==> src/rtl/uart_tx_pkg.sv <==
// Shared types and helpers for the parity-framed serial transmitter.
// Assumes a character never exceeds MAX_BITS data bits.
package uart_tx_pkg;

    localparam int MAX_BITS = 9;
    localparam int BITS_W   = $clog2(MAX_BITS + 1);

    typedef enum logic [2:0] {
        ST_IDLE,
        ST_START,
        ST_DATA,
        ST_PARITY,
        ST_STOP
    } tx_state_e;

    // Map the length select onto a data-bit count (00=7, 01=8, 1x=9).
    function automatic logic [BITS_W-1:0] len_to_bits(input logic [1:0] sel);
        case (sel)
            2'b00:   return BITS_W'(7);
            2'b01:   return BITS_W'(8);
            default: return BITS_W'(9);
        endcase
    endfunction

endpackage

==> src/rtl/uart_tx_bitclk.sv <==
// Bit-period timer: counts external baud ticks and flags the tick that
// ends the current serial bit. Held at zero while clear is high, so the
// first bit of a frame always starts from a fresh count.
module uart_tx_bitclk #(
    parameter int TICKS_PER_BIT = 16
) (
    input  logic clk,
    input  logic rst_n,
    input  logic clear,
    input  logic baud_tick,
    output logic bit_end
);
    localparam int CNT_W = (TICKS_PER_BIT > 1) ? $clog2(TICKS_PER_BIT) : 1;
    localparam logic [CNT_W-1:0] LAST = CNT_W'(TICKS_PER_BIT - 1);

    logic [CNT_W-1:0] tick_cnt;

    assign bit_end = !clear && baud_tick && (tick_cnt == LAST);

    // Advance the tick count, wrapping at the end of each bit.
    always_ff @(posedge clk) begin
        if (!rst_n || clear) begin
            tick_cnt <= '0;
        end else if (baud_tick) begin
            tick_cnt <= (tick_cnt == LAST) ? '0 : tick_cnt + 1'b1;
        end
    end
endmodule

==> src/rtl/uart_tx_parity.sv <==
// Parity generator over the selected number of low data bits.
// Assumes nbits never exceeds MAX_BITS; bits above nbits are masked off.
module uart_tx_parity
    import uart_tx_pkg::*;
(
    input  logic [MAX_BITS-1:0] data,
    input  logic [BITS_W-1:0]   nbits,
    input  logic                odd,
    output logic                par
);
    logic [MAX_BITS-1:0] sel_mask;

    for (genvar g = 0; g < MAX_BITS; g++) begin : g_mask
        assign sel_mask[g] = (nbits > BITS_W'(g));
    end

    // Even parity is the XOR of the kept bits; odd parity inverts it.
    always_comb par = (^(data & sel_mask)) ^ odd;
endmodule

==> src/rtl/uart_tx_frame.sv <==
// Frame sequencer: holds the captured character and walks through
// start, data, parity and stop bits, one step per bit_end. Assumes
// bit_end comes from a timer cleared while this block is idle.
module uart_tx_frame
    import uart_tx_pkg::*;
(
    input  logic                clk,
    input  logic                rst_n,
    input  logic                tx_en,
    input  logic                wr_stb,
    input  logic [MAX_BITS-1:0] wr_data,
    input  logic [BITS_W-1:0]   nbits,
    input  logic                par_in,
    input  logic                bit_end,
    output logic                idle,
    output logic                frame_done,
    output logic                line
);
    tx_state_e           state;
    logic [MAX_BITS-1:0] shreg;
    logic [BITS_W-1:0]   bits_left;
    logic                par_q;

    assign idle       = (state == ST_IDLE);
    assign frame_done = (state == ST_STOP) && bit_end && tx_en;

    // Drive the line level that belongs to the current frame step.
    always_comb begin
        case (state)
            ST_START:  line = 1'b0;
            ST_DATA:   line = shreg[0];
            ST_PARITY: line = par_q;
            default:   line = 1'b1;
        endcase
    end

    // Step the frame sequence and shift out data bits.
    always_ff @(posedge clk) begin
        if (!rst_n) begin
            state     <= ST_IDLE;
            shreg     <= '0;
            bits_left <= '0;
            par_q     <= 1'b0;
        end else if (state == ST_IDLE) begin
            if (tx_en && wr_stb) begin
                shreg     <= wr_data;
                bits_left <= nbits;
                par_q     <= par_in;
                state     <= ST_START;
            end
        end else if (!tx_en) begin
            state <= ST_IDLE;
        end else if (bit_end) begin
            case (state)
                ST_START: state <= ST_DATA;
                ST_DATA: begin
                    shreg     <= shreg >> 1;
                    bits_left <= bits_left - 1'b1;
                    if (bits_left == BITS_W'(1)) state <= ST_PARITY;
                end
                ST_PARITY: state <= ST_STOP;
                default:   state <= ST_IDLE;
            endcase
        end
    end
endmodule

==> src/rtl/uart_tx_par.sv <==
// Parity-framed serial transmitter top. One write starts one frame of
// start, 7/8/9 data bits LSB first, parity, stop. Bit time is
// TICKS_PER_BIT external baud ticks. Assumes baud_tick is one cycle wide.
module uart_tx_par
    import uart_tx_pkg::*;
#(
    parameter int TICKS_PER_BIT = 16
) (
    input  logic                clk,
    input  logic                rst_n,
    input  logic                tx_en,
    input  logic                wr_stb,
    input  logic [MAX_BITS-1:0] wr_data,
    input  logic [1:0]          len_sel,
    input  logic                par_odd,
    input  logic                baud_tick,
    input  logic                irq_en,
    output logic                tx_line,
    output logic                busy,
    output logic                done_irq
);
    logic [BITS_W-1:0] nbits;
    logic              par_bit;
    logic              idle;
    logic              bit_end;
    logic              frame_done;

    assign nbits = len_to_bits(len_sel);
    assign busy  = !idle;

    uart_tx_parity u_parity (
        .data  (wr_data),
        .nbits (nbits),
        .odd   (par_odd),
        .par   (par_bit)
    );

    uart_tx_bitclk #(.TICKS_PER_BIT(TICKS_PER_BIT)) u_bitclk (
        .clk       (clk),
        .rst_n     (rst_n),
        .clear     (idle),
        .baud_tick (baud_tick),
        .bit_end   (bit_end)
    );

    uart_tx_frame u_frame (
        .clk        (clk),
        .rst_n      (rst_n),
        .tx_en      (tx_en),
        .wr_stb     (wr_stb),
        .wr_data    (wr_data),
        .nbits      (nbits),
        .par_in     (par_bit),
        .bit_end    (bit_end),
        .idle       (idle),
        .frame_done (frame_done),
        .line       (tx_line)
    );

    // Register the masked completion pulse.
    always_ff @(posedge clk) begin
        if (!rst_n) done_irq <= 1'b0;
        else        done_irq <= frame_done && irq_en;
    end
endmodule

==> config.mk <==
export PLATFORM = sky130hd
export DESIGN_NAME = uart_tx_par
export DESIGN_NICKNAME = d
export VERILOG_FILES = /design/src/rtl/uart_tx_pkg.sv /design/src/rtl/uart_tx_bitclk.sv /design/src/rtl/uart_tx_parity.sv /design/src/rtl/uart_tx_frame.sv /design/src/rtl/uart_tx_par.sv
export SDC_FILE = /design/constraint.sdc
export NUM_CORES = 1
export LEC_CHECK = 0
export CAP_MARGIN = 15
export CORE_MARGIN = 1.5
export CORE_UTILIZATION = 59
export CTS_BUF_LIST = sky130_fd_sc_hd__clkbuf_2
export DETAILED_ROUTE_END_ITERATION = 16
export PLACE_DENSITY = 0.84
export SLEW_MARGIN = 40
export SYNTH_ARGS = -nofsm -noshare
export SYNTH_HDL_FRONTEND = slang
export SYNTH_SLANG_ARGS = --single-unit
==> constraint.sdc <==
create_clock -name clk -period 4 [get_ports clk]
set_clock_uncertainty 0.2 [all_clocks]
set_input_delay 0.6 -clock clk [delete_from_list [all_inputs] [get_ports clk]]
set_output_delay 0.6 -clock clk [all_outputs]
set_load 0.1 [all_outputs]
==> flow_summary.yaml, run 1 <==
route:
  firstDrtPassIters: 4
  vias_per_cell: 6.12
  final_antenna_net_count: 0
  drc: 0
  finalWirelength_mm: 2.93
  vias: 1212
  post_drt_wl_per_cell_um: 14.8
  drtIter0Drc: 47
sta:
  finalCritPeriodShare: 0.710
  rsz0062_at_grt: "no"
  period_minus_slack_ps: 2840
  tns_ps: 0
  timing.slew.headroom: 0.558
  hold-worst-slack_ps: 300
  finalMaxSlewViolations: 0
  hold_violations: 0
  fmax_mhz: 352
  finalSetupViolCount: 0
  tightestPinTransition_ps: 660
cts:
  clock-root-buffer: "clkbuf_2"
  clock_sinks: 22
  cts_resized: 0
  htree_levels: 1
  clock_latency_ps: 340
  cts_setup_buffers: 0
  hold_buffers: 0
  cts_buffers: 3
  clk_pin_slew_ps: 220
  cts_tree: "done"
  clock_path_buffers: 2
final_layout:
  fin_util: 0.747
  drive_above_1_share: 0.0760
  nets: 193
  final_cell_mix: "nand2_1, dfxtp_1, clkdlybuf4s50_1"
  n_antenna_cell: 0
  syn2layout_area_growth_pct: 17.4
  final_common_cell: "nand2_1"
  multi_input_area_um2: 738
  regArea_um2: 440
  nFillCells: 152
yosys:
  ys_dominant_reg_cell: "dfxtp_1"
  syn_area_per_cell_um2: 8.19
  muxShareOfSynthArea: 0.0248
  synthArstFlopShare: 0
  synth.ff_latch_count: 22
  seq_area_frac_synth: 0.349
  synth_edf_count: 0
  synth_area_um2: 1260
  synth_compound_area_frac: 0.239
  synthXorXnorAreaFrac: 0.0734
  synth_nets: 175
  synth_cell_types: 44
  yosysWarnings: 0
  synth-simple-area-share: 0.218
  synth_top_family_by_area: "compound AO/OA/AOI/OAI gates"
  synth-adder-area-share: 0.0298
  syn-instance-count: 154
critical_path:
  r2r_start: "u_bitclk.tick_cnt[0]"
  arrival_ps: 2040
  end_kind: "primary output"
  cp.required_ps: 3200
  cpPeakStageDelay_ps: 620
  crit_path_start: "u_frame.state[0]"
  crit_fanout: 18
  path_cells: "nor3_4, inv_2, buf_2"
  slowest_stage: "nor3_4"
  rrSetupSlack_ps: 1660
  worstSetupPathType: "reg2out"
  critPathLaunchType: "register"
global_routing:
  grt_overflow_total: 0
  grt_pass1_wl_mm: 4.69
  grtUsageTotal: 0.252
  grt_antenna_before_repair: 0
  grt_max_degree: 19
  grt_pass1_vias: 1033
placement:
  io_buffers: 20
  hpwl_mm: 2.00
  gp_congestion: 0.862
floorplanning:
  std_cell_rows: 16
  io_pins: 21
  start_util: 0.636
  die-area_um2: 2420
  dieHeight_um: 49.2
  coreArea_um2: 1980
  chipWidth_um: 49.2
min_path:
  hp-class: "reg2reg"
  hp-start: "u_frame.shreg[8]"
power:
  total_power_uw: 533
  pwr_density_cell_nw_per_um2: 360
  leakagePower_uw: 0.000544
  vdd_ir_drop_max_mv: 0.284
flow_run:
  drv_cap: 0
outcome:
  status: "finished clean"
-- stage by stage --
stage | instance area [um^2] | worst slack (ps) | instances
detailed placement | 1440 | 1180 | 194
global route | 1480 | 993 | 198
floorplan | 1260 | 1600 | 154
CTS | 1480 | 1190 | 198
global placement | 1450 | 1010 | 194
finish | 1480 | 1160 | 198
-- cell type report --
| class | count | area share |
|---|---|---|
| tap | 27 | 0.0228 |
| clock buffer | 3 | 0.0101 |
| multi-input combinational | 116 | 0.499 |
| sequential | 22 | 0.298 |
| clock inverter | 1 | 0.0203 |
| timing repair buffer | 21 | 0.130 |
| inverter | 8 | 0.0203 |
-- cell usage after synthesis, types with 2 or more instances --
| library cell | count | area [um^2] |
|---|---|---|
| o21ai_1 | 3 | 15.0 |
| nor3_1 | 3 | 15.0 |
| a211o_1 | 2 | 17.5 |
| clkbuf_1 | 2 | 7.51 |
| or3_1 | 2 | 12.5 |
| buf_2 | 2 | 10.0 |
| nor3b_1 | 2 | 15.0 |
| a311oi_1 | 10 | 87.6 |
| o31ai_1 | 2 | 15.0 |
| buf_4 | 2 | 15.0 |
| o21ai_0 | 4 | 20.0 |
| mux2i_1 | 2 | 20.0 |
| and3_1 | 2 | 12.5 |
| xnor2_1 | 6 | 52.6 |
| ha_1 | 3 | 37.5 |
| a21oi_1 | 16 | 80.1 |
| nand3_1 | 2 | 10.0 |
| inv_1 | 7 | 26.3 |
| nand4_1 | 2 | 12.5 |
| nand2_1 | 26 | 97.6 |
| nor2_1 | 9 | 33.8 |
| dfxtp_1 | 22 | 440 |
| xor2_1 | 2 | 17.5 |
-- flip-flops by register name, summed over array words and instances (netlist names) --
name and count:
u_frame.par_q 1, u_frame.state 3, done_irq 1, u_bitclk.tick_cnt 4, u_frame.shreg 9, u_frame.bits_left 4
-- metal layers --
layer  wire [um]  vias up  global-route usage
li1            -      592                   -
met1        1310      558               0.341
met2        1360       60               0.378
met3         234        2              0.0767
met4          14        0              0.0857
met5           0        -                   0
-- cells by family after synthesis --
family	Yosys count
adders and majority gates	3
AOI/OAI and AO/OA	45
xor gates and xnor gates	9
and+or+nand+nor	56
muxes	3
buffers and inverters	16
DFF	22
-- critical path: cells and delay by family, from the launching register on --
| family | cells | cell delay, ps |
|---|---|---|
| simple gates | 1 | 620 |
| buf+inv | 2 | 610 |
| flops | 1 | 460 |
-- path summary, 6_finish.rpt --
kind	cells past startpoint	to
worst min-delay path	2	u_frame.shreg[7]
worst max-delay path	3	busy
worst min register to register	2	u_frame.shreg[7]
worst max register to register	5	u_frame.bits_left[0]
-- where the power goes --
group          total (uW)  internal [uW]  switching (uW)
Sequential            243            232            10.6
Combinational         131           57.1            74.3
Clock                 159           86.2            72.9
Total                 533            375             158
Note: power is estimated with default switching activity, not from simulation.
==> run 2, diff against run 1 <==
- CORE_UTILIZATION: 59 -> 49
- PLACE_DENSITY: 0.84 -> 0.74
- clock period: 4 -> 2.5 ns (I/O delays scaled with it)
==> run 2 against run 1 <==
  * Global-route usage down 2.8 points
  * Total power increased by 65%
  * Combinational power is 77% higher
  * Non-clock buffer count is 4 higher
  * Final cell count up 3.5%
  * Via count grew 1.1%
==> flow_summary.yaml, run 2 (synthesized netlist as in run 1, its figures left out) <==
outcome:
  status: "finished clean"
route:
  drc: 0
  post_drt_wl_per_cell_um: 14.4
  final_antenna_net_count: 0
  firstDrtPassIters: 4
  vias: 1225
  vias_per_cell: 5.98
  drtIter0Drc: 31
  finalWirelength_mm: 2.95
floorplanning:
  io_pins: 21
  die-area_um2: 2890
  dieHeight_um: 53.7
  start_util: 0.514
  coreArea_um2: 2450
  std_cell_rows: 18
  chipWidth_um: 53.7
power:
  leakagePower_uw: 0.000574
  total_power_uw: 878
  vdd_ir_drop_max_mv: 0.399
  pwr_density_cell_nw_per_um2: 567
sta:
  tightestPinTransition_ps: 501
  tns_ps: 0
  hold-worst-slack_ps: 260
  finalSetupViolCount: 0
  finalCritPeriodShare: 0.946
  period_minus_slack_ps: 2370
  timing.slew.headroom: 0.665
  fmax_mhz: 423
  rsz0062_at_grt: "no"
  finalMaxSlewViolations: 0
  hold_violations: 0
final_layout:
  multi_input_area_um2: 738
  nets: 197
  syn2layout_area_growth_pct: 22.7
  regArea_um2: 442
  largest_reg_flops: 9
  nFillCells: 220
  final_cell_mix: "nand2_1, dfxtp_1, clkdlybuf4s50_1"
  design_area_um2: 1550
  final_common_cell: "nand2_1"
  largest_register: "u_frame.shreg"
  reg_top3: "u_frame.shreg x9, u_bitclk.tick_cnt x4, u_frame.bits_left x4"
  n_antenna_cell: 0
  drive_above_1_share: 0.103
cts:
  clock_sinks: 22
  htree_levels: 1
  clk_pin_slew_ps: 250
  cts_resized: 0
  cts_tree: "done"
  clock_latency_ps: 370
  clock-root-buffer: "clkbuf_2"
  hold_buffers: 0
  clock_path_buffers: 2
  cts_buffers: 3
  cts_setup_buffers: 0
min_path:
  hp-class: "reg2reg"
critical_path:
  arrival_ps: 1790
  worstSetupPathType: "reg2out"
  cp.required_ps: 1920
  critPathLaunchType: "register"
  end_kind: "primary output"
  crit_fanout: 13
global_routing:
  grt_max_degree: 16
  grt_overflow_total: 0
  grt_antenna_before_repair: 0
  grt_pass1_wl_mm: 4.61
  grtUsageTotal: 0.224
  grt_pass1_vias: 1064
placement:
  hpwl_mm: 2.15
  placed_area_um2: 1500
  io_buffers: 20
  gp_congestion: 0.762
flow_run:
  drv_cap: 0
## run 2: changes by cell type in the layout (fill, tap and decap cells not counted), sizes merged
cell and delta:
buf +4
## run 2: per-stage QoR
stage          utilization  setup WS, ps  instances
2_1_floorplan            -           155        154
3_3_place_gp         0.612           294        201
3_5_place_dp         0.612           210        201
4_1_cts              0.630           109        205
5_1_grt              0.630          15.3        205
6_report             0.630           134        205
## run 2: area by class of cell
cell class                      count  share of cell area
Clock buffer                        3             0.00970
Timing Repair Buffer               25               0.165
Tap cell                           30              0.0243
Multi-Input combinational cell    116               0.477
Inverter                            8              0.0194
Sequential cell                    22               0.285
Clock inverter                      1              0.0194
## run 2: path summary, 6_finish.rpt
path              slack [ps]          endpoint  depth (start not counted)            startpoint
hold reg to reg          260  u_frame.shreg[7]                          2      u_frame.shreg[8]
setup reg to reg         350  u_frame.state[2]                          5  u_frame.bits_left[0]
setup / recovery         130              busy                          3      u_frame.state[0]
hold / removal           260  u_frame.shreg[7]                          2      u_frame.shreg[8]
## run 2: worst max-delay path: stages (launching register included)
cell     delay [ps]
dfxtp_1         470
nor3_4          480
inv_2           230
buf_12          230
## run 2: layer usage
metal	global-route usage	vias to the layer above	share of wire
met3	0.0417	5	0.035
met2	0.376	29	0.46
met4	0.0897	0	0.015
met1	0.279	590	0.49
met5	0	-	0
li1	-	601	-
## run 2: where the power goes
part	leakage, uW	switching (uW)	total (uW)	internal (uW)
sequential	0.000180	17.2	389	372
clock	0.0000266	119	257	138
combinational	0.000367	123	232	108
